<file path="src/rtl/ds3_ovh_pkg.sv">
package ds3_ovh_pkg;

  localparam int unsigned NUM_ERR = 3;
  localparam int unsigned NUM_ALM = 4;

  typedef enum logic [1:0] {
    ERR_PBIT = 2'd0,
    ERR_CBIT = 2'd1,
    ERR_FEBE = 2'd2
  } err_kind_e;

  typedef enum logic [1:0] {
    ALM_LOS = 2'd0,
    ALM_SEF = 2'd1,
    ALM_LOF = 2'd2,
    ALM_AIS = 2'd3
  } alm_e;

  // per-frame tracking state
  typedef struct packed {
    logic inf;      // a frame start has been seen
    logic ref_vld;  // ref_par belongs to a complete frame
    logic ref_par;  // payload parity of the previous frame
    logic acc;      // running payload parity of the current frame
    logic pmis;     // frame parity bit mismatch seen
    logic cmis;     // path parity bit mismatch seen
    logic fzero;    // a zero in the far-end error code
    logic ferr;     // framing error during this frame
  } trk_t;

endpackage

</file>
<file path="src/rtl/ds3_par_trk.sv">
module ds3_par_trk
  import ds3_ovh_pkg::*;
(
  input  logic               clk,
  input  logic               rst_n,
  input  logic               bit_vld_i,
  input  logic               bit_i,
  input  logic               frm_start_i,
  input  logic               pay_mark_i,
  input  logic               pbit_mark_i,
  input  logic               cpar_mark_i,
  input  logic               febe_mark_i,
  input  logic               cbit_mode_i,
  input  logic               frm_err_i,
  input  logic               lof_i,
  output logic [NUM_ERR-1:0] fire_o,
  output logic               tx_o
);

  trk_t               st_q, st_d;
  logic [NUM_ERR-1:0] fire_d;
  logic               tx_d;
  logic               close;
  logic               eval;
  logic               st_en;

  always_comb begin
    close  = bit_vld_i && frm_start_i && !lof_i;
    eval   = close && st_q.inf && st_q.ref_vld;
    fire_d = '0;
    tx_d   = 1'b0;
    if (eval) begin
      fire_d[ERR_PBIT] = st_q.pmis;
      fire_d[ERR_CBIT] = cbit_mode_i && st_q.cmis;
      fire_d[ERR_FEBE] = cbit_mode_i && st_q.fzero;
      tx_d             = cbit_mode_i && (st_q.cmis || st_q.ferr);
    end
  end

  always_comb begin
    st_d  = st_q;
    st_en = lof_i || bit_vld_i || frm_err_i;
    if (lof_i) begin
      st_d = '0;
    end else if (close) begin
      st_d.inf     = 1'b1;
      st_d.ref_vld = st_q.inf;
      st_d.ref_par = st_q.acc;
      st_d.acc     = pay_mark_i & bit_i;
      st_d.pmis    = pbit_mark_i & (bit_i ^ st_q.acc);
      st_d.cmis    = cpar_mark_i & (bit_i ^ st_q.acc);
      st_d.fzero   = febe_mark_i & ~bit_i;
      st_d.ferr    = frm_err_i;
    end else begin
      if (bit_vld_i) begin
        st_d.acc   = st_q.acc ^ (pay_mark_i & bit_i);
        st_d.pmis  = st_q.pmis | (pbit_mark_i & (bit_i ^ st_q.ref_par));
        st_d.cmis  = st_q.cmis | (cpar_mark_i & (bit_i ^ st_q.ref_par));
        st_d.fzero = st_q.fzero | (febe_mark_i & ~bit_i);
      end
      st_d.ferr = st_q.ferr | frm_err_i;
    end
  end

  always_ff @(posedge clk or negedge rst_n) begin
    if (!rst_n) begin
      st_q   <= '0;
      fire_o <= '0;
      tx_o   <= 1'b0;
    end else begin
      if (st_en) begin
        st_q <= st_d;
      end
      fire_o <= fire_d;
      tx_o   <= tx_d;
    end
  end

endmodule

</file>
<file path="src/rtl/ds3_sat_cnt.sv">
module ds3_sat_cnt #(
  parameter int unsigned W = 16
) (
  input  logic         clk,
  input  logic         rst_n,
  input  logic         inc_i,
  input  logic         clr_i,
  output logic [W-1:0] cnt_o
);

  localparam logic [W-1:0] ONE = W'(1);

  logic [W-1:0] run_q, run_d;
  logic [W-1:0] snap_d;
  logic         full;
  logic         run_en;

  always_comb begin
    full   = &run_q;
    run_en = clr_i || (inc_i && !full);
    snap_d = cnt_o;
    if (clr_i) begin
      snap_d = run_q;
      run_d  = inc_i ? ONE : '0;
    end else begin
      run_d  = run_q + ONE;
    end
  end

  always_ff @(posedge clk or negedge rst_n) begin
    if (!rst_n) begin
      run_q <= '0;
      cnt_o <= '0;
    end else begin
      if (run_en) begin
        run_q <= run_d;
      end
      if (clr_i) begin
        cnt_o <= snap_d;
      end
    end
  end

endmodule

</file>
<file path="src/rtl/ds3_rai_gen.sv">
module ds3_rai_gen #(
  parameter int unsigned N = 4
) (
  input  logic         clk,
  input  logic         rst_n,
  input  logic [N-1:0] alm_i,
  input  logic [N-1:0] en_i,
  output logic         rai_o
);

  logic rai_d;

  always_comb begin
    rai_d = |(alm_i & en_i);
  end

  always_ff @(posedge clk or negedge rst_n) begin
    if (!rst_n) begin
      rai_o <= 1'b0;
    end else begin
      rai_o <= rai_d;
    end
  end

endmodule

</file>
<file path="src/rtl/ds3_ovh_mon.sv">
module ds3_ovh_mon
  import ds3_ovh_pkg::*;
#(
  parameter int unsigned CNT_W = 16
) (
  input  logic             clk,
  input  logic             rst_n,
  input  logic             bit_vld_i,
  input  logic             bit_i,
  input  logic             frm_start_i,
  input  logic             pay_mark_i,
  input  logic             pbit_mark_i,
  input  logic             cpar_mark_i,
  input  logic             febe_mark_i,
  input  logic             cbit_mode_i,
  input  logic             frm_err_i,
  input  logic             los_i,
  input  logic             sef_i,
  input  logic             lof_i,
  input  logic             ais_i,
  input  logic [3:0]       rai_en_i,
  input  logic             cnt_latch_i,
  output logic             perr_o,
  output logic             cperr_o,
  output logic             febe_o,
  output logic             febe_tx_o,
  output logic             rai_o,
  output logic [CNT_W-1:0] perr_cnt_o,
  output logic [CNT_W-1:0] cperr_cnt_o,
  output logic [CNT_W-1:0] febe_cnt_o
);

  logic [1:0]         rst_sync_q;
  logic               rst_q_n;
  logic [NUM_ERR-1:0] fire;
  logic [NUM_ALM-1:0] alm;
  logic [CNT_W-1:0]   cnt_arr [NUM_ERR];

  // assert asynchronously, release on a clock edge
  always_ff @(posedge clk or negedge rst_n) begin
    if (!rst_n) begin
      rst_sync_q <= 2'b00;
    end else begin
      rst_sync_q <= {rst_sync_q[0], 1'b1};
    end
  end
  assign rst_q_n = rst_sync_q[1];

  ds3_par_trk u_trk (
    .clk         (clk),
    .rst_n       (rst_q_n),
    .bit_vld_i   (bit_vld_i),
    .bit_i       (bit_i),
    .frm_start_i (frm_start_i),
    .pay_mark_i  (pay_mark_i),
    .pbit_mark_i (pbit_mark_i),
    .cpar_mark_i (cpar_mark_i),
    .febe_mark_i (febe_mark_i),
    .cbit_mode_i (cbit_mode_i),
    .frm_err_i   (frm_err_i),
    .lof_i       (lof_i),
    .fire_o      (fire),
    .tx_o        (febe_tx_o)
  );

  for (genvar g = 0; g < NUM_ERR; g++) begin : g_cnt
    ds3_sat_cnt #(.W(CNT_W)) u_cnt (
      .clk   (clk),
      .rst_n (rst_q_n),
      .inc_i (fire[g]),
      .clr_i (cnt_latch_i),
      .cnt_o (cnt_arr[g])
    );
  end

  always_comb begin
    alm          = '0;
    alm[ALM_LOS] = los_i;
    alm[ALM_SEF] = sef_i;
    alm[ALM_LOF] = lof_i;
    alm[ALM_AIS] = ais_i;
  end

  ds3_rai_gen #(.N(NUM_ALM)) u_rai (
    .clk   (clk),
    .rst_n (rst_q_n),
    .alm_i (alm),
    .en_i  (rai_en_i),
    .rai_o (rai_o)
  );

  assign perr_o      = fire[ERR_PBIT];
  assign cperr_o     = fire[ERR_CBIT];
  assign febe_o      = fire[ERR_FEBE];
  assign perr_cnt_o  = cnt_arr[ERR_PBIT];
  assign cperr_cnt_o = cnt_arr[ERR_CBIT];
  assign febe_cnt_o  = cnt_arr[ERR_FEBE];

endmodule

</file>
<file path="config.mk">
export PLATFORM = sky130hd
export DESIGN_NAME = ds3_ovh_mon
export DESIGN_NICKNAME = d
export VERILOG_FILES = /design/src/rtl/ds3_ovh_pkg.sv /design/src/rtl/ds3_par_trk.sv /design/src/rtl/ds3_sat_cnt.sv /design/src/rtl/ds3_rai_gen.sv /design/src/rtl/ds3_ovh_mon.sv
export SDC_FILE = /design/constraint.sdc
export NUM_CORES = 1
export LEC_CHECK = 0
export BUFFER_PORTS_ARGS = -buffer_cell sky130_fd_sc_hd__buf_2
export CAP_MARGIN = 10
export CORE_MARGIN = 2
export CORE_UTILIZATION = 45
export CTS_CLUSTER_DIAMETER = 50
export DETAILED_ROUTE_END_ITERATION = 10
export PLACE_DENSITY = 0.69
export SYNTH_ARGS = -nofsm -noshare
export SYNTH_HDL_FRONTEND = slang
export SYNTH_SLANG_ARGS = --single-unit
</file>
<file path="constraint.sdc">
create_clock -name clk -period 3.65 [get_ports clk]
set_input_delay 0.73 -clock clk [delete_from_list [all_inputs] [get_ports clk]]
set_output_delay 0.73 -clock clk [all_outputs]
set_load 0.005 [all_outputs]
</file>
# ---- After elaboration in Yosys (flattened, before gate mapping)
# Index checks and enable logic that the tools add are counted.
dict set report word_totals {
  word_cells 76
  out_inout_bits 53
  reg_bits 111
  inputBits 20
}
dict set report classes {
  n_addsub 3
  n_reduce_logical 28
  n_bitwise 15
  mux 12
}
# operator n
set ops {}
lappend ops {{adder 16 x 1 -> 16 bit, second input constant} 3}
lappend ops {{two-way mux 16 bit} 3}
lappend ops {{AND reduction 16 bit} 3}
lappend ops {{logical AND 1 bit} 10}
lappend ops {{two-way mux 8 bit} 1}
lappend ops {{AND 1 bit} 6}
lappend ops {{logical OR 1 bit} 6}
lappend ops {{two-way mux 3 bit} 2}
lappend ops {{two-way mux 5 bit} 1}
lappend ops {{AND 4 bit} 1}
lappend ops {{zero test 1 bit} 4}
lappend ops {{two-way mux 1 bit} 4}
lappend ops {{two-way mux 4 bit} 1}
lappend ops {{OR 1 bit} 4}
lappend ops {{AND reduction 2 bit} 2}
lappend ops {{OR reduction 4 bit} 1}
lappend ops {{nonzero test 3 bit} 1}
lappend ops {{bitwise XOR 1 bit} 3}
lappend ops {{nonzero test 2 bit} 1}
lappend ops {{NOT 1 bit} 1}

# ---- Logic depth before layout (Yosys ltp)
dict set report depth {
  ltp_word 6
  depth_mapped 6
  depth_no_buf 5
}

# ---- Modules after synthesis
# Synthesis repeated with hierarchy kept, for this count alone.
dict set report hier_totals {
  cells_unflattened 456
  hier_area_um2 5231.3
}
# module cells_per_inst area_per_inst_um2 seq_area_each_um2 n_inst
set by_module_without_submodules {}
lappend by_module_without_submodules {ds3_sat_cnt 131 1520.2 800.8 3}
lappend by_module_without_submodules {ds3_par_trk 56 573.0 300.3 1}
lappend by_module_without_submodules {ds3_ovh_mon 3 53.8 50.0 1}
lappend by_module_without_submodules {ds3_rai_gen 4 43.8 25.0 1}

# ---- Least setup slack after synthesis
# Ideal clock, no wire load.
dict set report synth_path {
  path_kind {input -> register}
  startpoint {in cnt_latch_i}
  endpoint {reg g_cnt[0].u_cnt.run_q[0]}
  t_required_ns 3.503
  path_stages 5
  setup_time_ns 0.147
  arrival_time_ns 1.818
  path_buffers 2
  setup_slack_ns 1.685
  path_cell_list {clkbuf_1 -> clkbuf_1 -> clkinv_1 -> o211ai_1 -> o311ai_0}
}
dict set report synth_between {
  elab_chain_len 1
  elab_cells_between_ends 2
  classes_between {mux: 1; reduce/logical: 1}
}
# element line
set synth_rtl {}
lappend synth_rtl {{start, declared} ds3_ovh_mon.sv:22} ;# input logic cnt_latch_i,
lappend synth_rtl {{two-way mux 16 bit or logical OR 1 bit (tied branches)} {ds3_sat_cnt.sv:22, ds3_sat_cnt.sv:20}}
lappend synth_rtl {{end signal, assigned} ds3_sat_cnt.sv:36} ;# run_q <= run_d;
lappend synth_rtl {{end, declared} ds3_sat_cnt.sv:13} ;# logic [W-1:0] run_q, run_d;
# Several ways; a longest one is shown, not always the timed one.
# A chain may end at the register's enable or synchronous reset.

# ---- Worst setup path after layout
dict set report layout_path {
  startpoint {reg g_cnt[2].u_cnt.run_q[0]}
  endpoint {reg g_cnt[2].u_cnt.run_q[0]}
}
dict set report layout_between {
  elab_chain_len 4
  elab_cells_between_ends 6
  classes_between {add/sub: 1; mux: 1; reduce/logical: 4}
}
# element line
set layout_rtl {}
lappend layout_rtl {{start, declared} ds3_sat_cnt.sv:13}
lappend layout_rtl {{start signal, assigned} ds3_sat_cnt.sv:36}
lappend layout_rtl {{branches (longest 4 deep; another with adder 16 x 1 -> 16 bit)} n/a}
# Several ways; the timed one is not identified.

==> reports/qor.csv <==
metric,value,unit
synth_edf_count,0,
syn_area,5070,µm²
cp.required,3.88,ns
ys_ff_latch,111,
ys_seq_area_share,54.8,%
core_area,10900,µm²
grt_max_degree,78,
io_buffers,72,
areaGrowthSynthToFinish,15.6,%
wl,10500,µm
path_class,flop to flop,
multiInputGateArea,2170,µm²
leakage,2.77,nW
ctsLongestPathBuffers,2,
cts_tree,yes,
drt-pass1-iter-count,4,
drt.antenna.violating_nets,0,
p_per_area,388,nW/µm²
worstSetupStartpointType,flop,
place.gp.congestion,0.761,
synth_nets,473,
finalHoldViolations,0,
switching_share,22.3,%
antenna_cells,0,
maxCapViolCount,0,
first_global_vias,3663,
cts_sinks,111,
rsz0062_at_grt,no,
combPwrFrac,3.0,%
fp.dieArea,12100,µm²
dp_slack,1.32,ns
synthArstFlopShare,100,%
fmax,0.424,GHz
die_w,110,µm
hold_buffers,0,
ys_warn_count,0,
drc,0,
synth.avg_cell_area,11.3,µm²
track_usage,18.3,%
drt_iter0_drc,211,
status,completed,
post-route-period-util,64.7,%
vias,3818,
place_hpwl,7170,µm
cp-end-kind,flop,
post-cts-setup-buffers,0,
std_cell_rows,38,
cp.arrival,2.59,ns
switchingPower,0.508,mW
min_period,2.36,ns
hp-class,primary input to asynchronous set/reset pin,
fillers,975,
setup_viol_count_final,0,
die_h,110,µm
slew_headroom,30.9,%
cts_buffers,9,
grt_pass1_wl,17600,µm
final_util,53.6,%
initial_utilization,46.4,%
cts.reportedPaths.clkPinSlew,0.07,ns
ys_types,57,
worstMarginPinSlew,1.03,ns
ir_drop,0.254,mV
cts.htree.levels,3,
maxSlewViolCount,0,
p_clk_share,41.9,%
ctsResizeCount,0,
syn_inst,450,
pwr-share-seq,55.1,%
clk_latency,0.34,ns
cp_max_fo,15,
fin_tns_setup,0,ns
p_int,1.77,mW
routed_via_density,5.77,
nNetsFinal,540,
drive_above_1_share,30.1,%
antenna_found_initial,0,
root_buffer,clkbuf_16,
avgRoutedWirePerCell,15.8,µm
ios,73,
overflow,0,
final-seq-area,2780,µm²
ys.flop_type,dfrtp_1,
finalWorstSetupSlack,1.29,ns
finClkSkew,0.00832,ns
cell families after synthesis:
logic type               count (synthesis)  share of synthesized area [%]
XOR/XNOR                                 2                          0.345
AO/OA/AOI/OAI                           86                           11.1
adder cells (fa/ha/maj)                  3                          0.740
other                                    1                         0.0739
flip-flops                             111                           54.8
multiplexers                            58                           12.8
AND/OR/NAND/NOR                        156                           17.7
buffers and inverters                   33                           2.52
power groups by stage:
stage / registers (mW) / logic, mW / clock network [mW]
6_report: 1.25 / 0.0680 / 0.954
5_1_grt: 1.26 / 0.0769 / 1.03
4_1_cts: 1.25 / 0.0694 / 0.981
3_5_place_dp: 1.28 / 0.0693 / 0
3_3_place_gp: 1.28 / 0.0665 / 0
2_1_floorplan: 1.28 / 0.0389 / 0
worst paths after layout:
check / startpoint / to / slack, ns / cells after the start
worst max-delay path: g_cnt[2].u_cnt.run_q[0] / g_cnt[2].u_cnt.run_q[0] / 1.29 / 5
worst min-delay path: rst_n / rst_sync_q[0] / 0.16 / 1
worst max register to register: g_cnt[2].u_cnt.run_q[0] / g_cnt[2].u_cnt.run_q[0] / 1.29 / 5
worst min register to register: rst_sync_q[0] / rst_sync_q[1] / 0.37 / 0
max in group asynchronous: rst_sync_q[1] / g_cnt[1].u_cnt.run_q[12] / 2.33 / 1
min in group clk: rst_sync_q[0] / rst_sync_q[1] / 0.37 / 0
synth_stat cells, types with 3 or more instances:
library cell	instances	share of area, %
o31a_1	3	0.52
ha_1	3	0.74
o21a_1	3	0.44
clkbuf_1	15	1.1
mux2i_1	3	0.59
and4_1	4	0.69
o41ai_1	3	0.52
mux2_2	55	12
or3_1	13	1.6
and2_1	5	0.62
buf_1	3	0.22
dfrtp_1	111	55
inv_1	11	0.81
a31oi_1	4	0.49
nor2b_1	7	0.86
a21oi_1	31	3.1
o31ai_1	7	1.0
o21ai_0	15	1.5
o311ai_0	3	0.52
or4_1	8	1.2
nor4_1	5	0.62
nor3_1	12	1.2
nand2_1	26	1.9
nand4_1	16	2.0
nand3_1	16	1.6
nor3b_1	3	0.44
and3_1	6	0.74
buf_2	3	0.30
nor2_1	23	1.7
registers in the layout, indices dropped and copies added, names as in the netlist:
name and count:
g_cnt.u_cnt.cnt_o 48, g_cnt.u_cnt.run_q 48, rst_sync_q 2, u_rai.rai_o 1
u_trk.fire_o 3, u_trk.st_q 8, u_trk.tx_o 1
layout by cell type, fill, tap and decap left out, types with 2 or more instances in the layout:
| cell type | netlist | layout |
|---|---|---|
| a31oi_1 | 4 | 4 |
| nand4_2 | 2 | 2 |
| and4_1 | 4 | 4 |
| clkbuf_16 | 0 | 9 |
| buf_4 | 0 | 6 |
| o41ai_1 | 3 | 3 |
| or3_1 | 13 | 13 |
| a22oi_1 | 2 | 2 |
| inv_1 | 11 | 11 |
| clkbuf_8 | 0 | 2 |
| nor3_1 | 12 | 12 |
| nor2b_1 | 7 | 7 |
| clkinvlp_4 | 0 | 2 |
| nand2_1 | 26 | 26 |
| a211oi_1 | 2 | 2 |
| nor2_1 | 23 | 23 |
| nor3b_1 | 3 | 3 |
| and2_1 | 5 | 5 |
| nand4_1 | 16 | 16 |
| nor4b_1 | 2 | 2 |
| nand3_1 | 16 | 16 |
| buf_2 | 3 | 71 |
| dfrtp_1 | 111 | 110 |
| o31a_1 | 3 | 3 |
| mux2_2 | 55 | 55 |
| ha_1 | 3 | 3 |
| o31ai_1 | 7 | 7 |
| o211ai_1 | 2 | 2 |
| or4_1 | 8 | 8 |
| o21a_1 | 3 | 3 |
| mux2i_1 | 3 | 3 |
| o21ai_0 | 15 | 15 |
| nor4_1 | 5 | 5 |
| o311ai_0 | 3 | 3 |
| a21oi_1 | 31 | 31 |
| and3_1 | 6 | 6 |
area by class of cell:
cell class              instances  share of cell area [%]
flip-flops and latches        111                    47.4
well taps                     140                    2.99
multi-input cells             306                    37.0
inverters                      12                   0.768
repair buffers                 77                    6.83
clock inverters                 5                   0.683
clock buffers                  11                    4.31
worst max-delay path, stage by stage, from the launching register on:
cell	delay (ns)
dfrtp_1	0.43
ha_1	0.23
nand4_1	0.19
o41ai_2	0.97
o21ai_0	0.18
a31o_2	0.25
metal layers:
metal  up-vias  wire length (µm)  track usage, %
met1      1900              4810            25.0
met3         8               464            4.06
met5         -                 0               0
li1       1823                 -               -
met4         0                78            3.84
met2        87              5120            30.1
per-stage QoR:
stage | total power, mW | area, µm² | std cells | hold slack [ns]
floorplan | 1.32 | 5070 | 450 | 0.331
global placement | 1.35 | 5570 | 646 | 0.340
detailed placement | 1.35 | 5570 | 646 | 0.356
CTS | 2.30 | 5860 | 662 | 0.151
global route | 2.37 | 5860 | 662 | 0.141
finish | 2.28 | 5860 | 662 | 0.157
Power figures use the tool's default switching activity.
